===== src/rtl/tag_cmp_pkg.sv =====
package tag_cmp_pkg;
  typedef struct packed {
    logic vld;
    logic hit;
  } match_t;

  localparam match_t MATCH_IDLE = '{vld: 1'b0, hit: 1'b0};
endpackage


===== src/rtl/tag_cmp_capture.sv =====
module tag_cmp_capture #(
  parameter int W = 18
) (
  input  logic         clk,
  input  logic         rst,
  input  logic         cmp_req,
  input  logic         sel,
  input  logic [W-1:0] cmp_data,
  output logic         req_q,
  output logic [W-1:0] cmp_q
);
  logic take;
  assign take = cmp_req & sel;

  always_ff @(posedge clk) begin
    if (rst) begin
      req_q <= 1'b0;
      cmp_q <= '0;
    end else begin
      req_q <= take;
      if (take) cmp_q <= cmp_data;
    end
  end
endmodule


===== src/rtl/tag_cmp_eq.sv =====
module tag_cmp_eq #(
  parameter int W = 18
) (
  input  logic         req_q,
  input  logic [W-1:0] stored,
  input  logic [W-1:0] cmp_q,
  output tag_cmp_pkg::match_t res
);
  logic [W-1:0] diff;

  for (genvar b = 0; b < W; b++) begin : g_bit
    assign diff[b] = stored[b] ^ cmp_q[b];
  end

  always_comb begin
    res.vld = req_q;
    res.hit = req_q & ~|diff;
  end
endmodule


===== src/rtl/tag_cmp_outstage.sv =====
module tag_cmp_outstage (
  input  logic                clk,
  input  logic                rst,
  input  logic                ft_mode,
  input  tag_cmp_pkg::match_t res_d,
  output tag_cmp_pkg::match_t res_out
);
  tag_cmp_pkg::match_t res_q;

  always_ff @(posedge clk) begin
    if (rst) res_q <= tag_cmp_pkg::MATCH_IDLE;
    else     res_q <= res_d;
  end

  assign res_out = ft_mode ? res_d : res_q;
endmodule


===== src/rtl/tag_cmp_unit.sv =====
module tag_cmp_unit #(
  parameter int W = 18
) (
  input  logic         clk,
  input  logic         rst,
  input  logic         cmp_req,
  input  logic         sel,
  input  logic [W-1:0] cmp_data,
  input  logic [W-1:0] rd_data,
  input  logic         ft_mode,
  input  logic         match_oe,
  output logic         match_out,
  output logic         match_valid
);
  logic                req_q;
  logic [W-1:0]        cmp_q;
  tag_cmp_pkg::match_t res_d;
  tag_cmp_pkg::match_t res_o;

  tag_cmp_capture #(.W(W)) u_cap (
    .clk(clk), .rst(rst), .cmp_req(cmp_req), .sel(sel),
    .cmp_data(cmp_data), .req_q(req_q), .cmp_q(cmp_q)
  );

  tag_cmp_eq #(.W(W)) u_eq (
    .req_q(req_q), .stored(rd_data), .cmp_q(cmp_q), .res(res_d)
  );

  tag_cmp_outstage u_out (
    .clk(clk), .rst(rst), .ft_mode(ft_mode), .res_d(res_d), .res_out(res_o)
  );

  assign match_valid = res_o.vld;
  assign match_out   = match_oe & res_o.vld & res_o.hit;
endmodule


===== config.mk =====
export PLATFORM = sky130hd
export DESIGN_NAME = tag_cmp_unit
export DESIGN_NICKNAME = d
export VERILOG_FILES = /design/src/rtl/tag_cmp_pkg.sv /design/src/rtl/tag_cmp_capture.sv /design/src/rtl/tag_cmp_eq.sv /design/src/rtl/tag_cmp_outstage.sv /design/src/rtl/tag_cmp_unit.sv
export SDC_FILE = /design/constraint.sdc
export NUM_CORES = 1
export LEC_CHECK = 0
export ABC_AREA = 1
export CAP_MARGIN = 20
export CELL_PAD_IN_SITES_DETAIL_PLACEMENT = 0
export CELL_PAD_IN_SITES_GLOBAL_PLACEMENT = 1
export CORE_ASPECT_RATIO = 0.6
export CORE_MARGIN = 3
export CORE_UTILIZATION = 26
export CTS_CLUSTER_DIAMETER = 150
export DETAILED_ROUTE_END_ITERATION = 8
export GPL_TIMING_DRIVEN = 0
export PLACE_DENSITY_LB_ADDON = 0.1
export SLEW_MARGIN = 20
export SYNTH_ARGS = -nofsm -noshare
export SYNTH_HDL_FRONTEND = slang
export SYNTH_HIERARCHICAL = 1
export SYNTH_SLANG_ARGS = --single-unit
export TNS_END_PERCENT = 5

===== constraint.sdc =====
create_clock -name clk -period 1.7 [get_ports clk]
set_input_delay 0.51 -clock clk [delete_from_list [all_inputs] [get_ports clk]]
set_output_delay 0.51 -clock clk [all_outputs]
set_load 0.05 [all_outputs]

# Word-level counts from Yosys, hierarchy flattened
# Cells that the tools add are included.
[op_classes] addsub=0 mul=0 n_div=0 magnitude_cmp=0 n_eq_ne=0 n_shift=0 mux=1 bitwise=22 reduce_logical=2
[op_table] cell="OR reduction 18 bit" n=1
[op_table] cell="bitwise XOR 1 bit" n=18
[op_table] cell="AND 1 bit" n=4
[op_table] cell="two-way mux 2 bit" n=1
[op_table] cell="logical NOT 1 bit" n=1
[totals] ff_bits=21 latch_bits=0 ramBits=0 mem_bits_ro=0 inputBits=42 output_inout_bits=2 wordCells=29 n_memories=0

# Depth between registers and ports, before layout
[depth] depth_word=7 depth_mapped=12 depth_no_buf=12

# By module
# The synthesis kept the hierarchy.
[modules_own_cells] mod="tag_cmp_capture" n_inst=1 cells_per_inst=116 area_per_inst_um2=772.0 seq_area_each_um2=380.4
[modules_own_cells] mod="tag_cmp_eq" n_inst=1 cells_per_inst=84 area_per_inst_um2=355.3 seq_area_each_um2=0.0
[modules_own_cells] mod="tag_cmp_outstage" n_inst=1 cells_per_inst=13 area_per_inst_um2=81.3 seq_area_each_um2=40.0
[modules_own_cells] mod="tag_cmp_unit" n_inst=1 cells_per_inst=3 area_per_inst_um2=13.8 seq_area_each_um2=0.0

# Worst setup path before layout
# No wires, ideal clock.
[synth_timing] path_type="in2out" start="in rd_data[17]" end="out match_out" t_arrival_ps=1571 required_time_ps=1190 slack_ps=-381 stages=12 n_path_buf=0 cell_sequence="inv_1 -> nand2_1 -> nand2_1 -> nor2_1 -> nand2_1 -> nor2_1 -> nand2_1 -> nor2_1 -> nand2_1 -> nand2_1 -> inv_1 -> nor2_2"
[synth_rtl] item="start, declared" line_no="tag_cmp_unit.sv:9" text="input logic [W-1:0] rd_data,"
[synth_rtl] item="end, declared" line_no="tag_cmp_unit.sv:12" text="output logic match_out,"

==> results_dict.tcl <==
set metrics [dict create \
    async_flop_share_pct 0 \
    remaining_drc_errors 0 \
    pin_count 44 \
    gr-total-overflow 0 \
    synth_top_family_by_area "simple AND/OR/NAND/NOR gates" \
    peakVddDrop_mv 0.229 \
    synth_area_um2 1220 \
    syn2layout_area_growth_pct 45.4 \
    initial_utilization_pct 28.4 \
    rrSetupSlack_ps 550 \
    status "finished with violations" \
    vias 1195 \
    postPlaceCellArea_um2 1760 \
    portBuffers 43 \
    grt_use_met3_pct 3.55 \
    first_global_vias 1027 \
    slew_headroom_pct 81.3 \
    synth_compound_area_share_pct 2.25 \
    synth-main-ff-cell "dfxtp_1" \
    fin_setup_tns_ps -801 \
    grt_first_pass_wirelength_um 4670 \
    seq_area_frac_synth_pct 34.4 \
    rows 18 \
    clkPwrFrac_pct 29.6 \
    avgSynthCellArea_um2 5.66 \
    drive_gt1_share_pct 19.8 \
    fmax_ghz 0.460 \
    hold_class "reg2reg" \
    reg2reg_from "u_cap/cmp_q[10]" \
    yosysUniqueCellTypes 17 \
    finalHoldViolations 0 \
    criticalPathCategory "in2out" \
    netlist_top_cells_count "nand2_1, inv_1, nor2_1" \
    synthCells 216 \
    first_pass_iters 4 \
    clk_latency_ps 260 \
    yosysWarnings 6 \
    grt.busiest_layer "met1" \
    setup_viol 2 \
    cts_tree "done" \
    wl_um 2960 \
    worstPathArrival_ps 1670 \
    p_leak_nw 0.928 \
    fin_worst_skew_ps 3.97 \
    yosysTopAreaCell "dfxtp_1" \
    path_clk_slew_ps 80 \
    ctsHoldBuffers 0 \
    dr.first_iter.drc_count 14 \
    maxCapViolations 0 \
    fin_ws_ps -475 \
    cts_buffer_depth 2 \
    rsz0062_at_grt "true" \
    cts_root_buffer "clkbuf_8" \
    wl_per_cell_um 9.17 \
    critPathRequiredTime_ps 1190 \
    grtUsageMet1_pct 16.3 \
    synth_most_common_cell "nand2_1" \
    synthAdderAreaFrac_pct 0 \
    fin_area_um2 1780 \
    synthXorXnorAreaFrac_pct 2.87 \
    p_total_mw 1.14 \
    cp-startpoint "rd_data[1]" \
    violations "negative setup slack" \
    drt-vias-per-instance 3.70 \
    path_max_fanout 2 \
    cts_num_sinks 21 \
    place_hpwl_um 2310 \
    antenna_cells 0 \
    final_util_pct 41.3 \
    p_switching_mw 0.315 \
    fin_crit_ps 2180 \
    syn-num-nets 258 \
    nNetsFinal 306 \
    core_area_um2 4300 \
    postCtsSetupRepairBufs 0 \
    tightest_slew_ps 282 \
    synth-simple-area-share_pct 41.7 \
    synth.area.top_cells "dfxtp_1, nand2_1, inv_1" \
    dieArea_um2 5590 \
    hold_start "u_cap/cmp_q[13]" \
    cts_max_level 1 \
    critPathLaunchType "input port" \
    critPathCaptureType "output port" \
    maxSlewViolCount 0 \
    place_congestion 0.732 \
    die_y_um 59.1 \
    final_antenna_net_count 0 \
    internal-power_mw 0.825 \
    synth_edf_count 0 \
    grt_antenna_before_repair 0 \
    synthMuxAreaShare_pct 0 \
    cts_buffers 3 \
    placedCellCount 319 \
    p_per_area_nw_per_um2 641 \
    p_comb_share_pct 22.7 \
    ys_seq_elements 21 \
    die_width_um 94.5 \
    layout.cells.non_filler 323 \
    yosys.area.top_type_share_pct 34.4 \
    sw_frac_of_total_pct 27.6 \
    timing.final.crit_share_pct 128 \
    power.share.sequential_pct 47.7 \
    met2_usage_pct 15.6 \
    grt_max_degree 12 \
    grt_use_total_pct 11.1 \
]
[final cells by class]
type / instances / area (µm²)
Fill cell: 495 / 2520
Multi-Input combinational cell: 140 / 614
Sequential cell: 21 / 430
Timing Repair Buffer: 43 / 375
Inverter: 50 / 195
Tap cell: 60 / 75.1
Clock buffer: 4 / 45.0
Buffer: 5 / 42.5
[layout by cell type (no fill, tap or decap), types with 3 or more instances in the layout]
master,count
buf_4,3
xor2_1,3
clkdlybuf4s50_1,23
dfxtp_1,13
buf_2,12
dlygate4sd2_1,3
nand2_2,6
dfxtp_2,8
nor2_1,43
inv_2,7
inv_1,42
clkbuf_8,3
clkdlybuf4s15_1,3
nand2_1,73
o21ai_1,3
nor2_2,3
[cell families (layout without fill, tap and decap cells)]
kind of cell / Yosys count / in the layout
flops: 21 / 21
xor+xnor: 4 / 4
buf+inv: 55 / 102
simple gates: 131 / 131
compound gates: 5 / 5
[power groups by stage]
stage	Sequential, mW	Clock [mW]	Combinational, mW
CTS	0.542	0.356	0.259
finish	0.544	0.337	0.259
global placement	0.552	0	0.277
floorplan	0.549	0	0.141
detailed placement	0.553	0	0.275
global route	0.549	0.365	0.298
[state kept, by name (all words and copies together), names as in the netlist]
register	cells
u_out/res_q	2
u_cap/req_q	1
u_cap/cmp_q	18
[worst paths after layout]
path                      to  cells after the start
max                match_out                     10
min          u_cap/cmp_q[13]                      4
max reg2reg   u_out/res_q[0]                     10
min reg2reg  u_cap/cmp_q[13]                      4
[metal layers]
layer / share of wire (%) / vias to the layer above
met3: 6.6 / 2
met1: 55 / 467
li1: - / 697
met4: 0.57 / 0
met5: 0 / -
met2: 38 / 29
[stage by stage]
stage / setup WS (ps) / hold WS, ps
after detailed placement: -1690 / 507
after global placement: -1720 / 507
after floorplan: -209 / 489
final: -475 / 520
after CTS: -527 / 520
after global routing: -587 / 553
[what timing repair did]
item,4_1_cts,5_1_grt
setup endpoints to repair,3,2
pin swaps,27,8
gates resized for setup,72,14
[critical path, stage by stage]
cell and delay (ps):
clkdlybuf4s15_1 170, xor2_1 160, nor3_2 200, nand2_2 90
nor2_4 140, nand2_1 60, nand2_1 70, inv_2 40
nor2_4 80, buf_8 150
No activity file was read; power rests on OpenSTA's default activity.
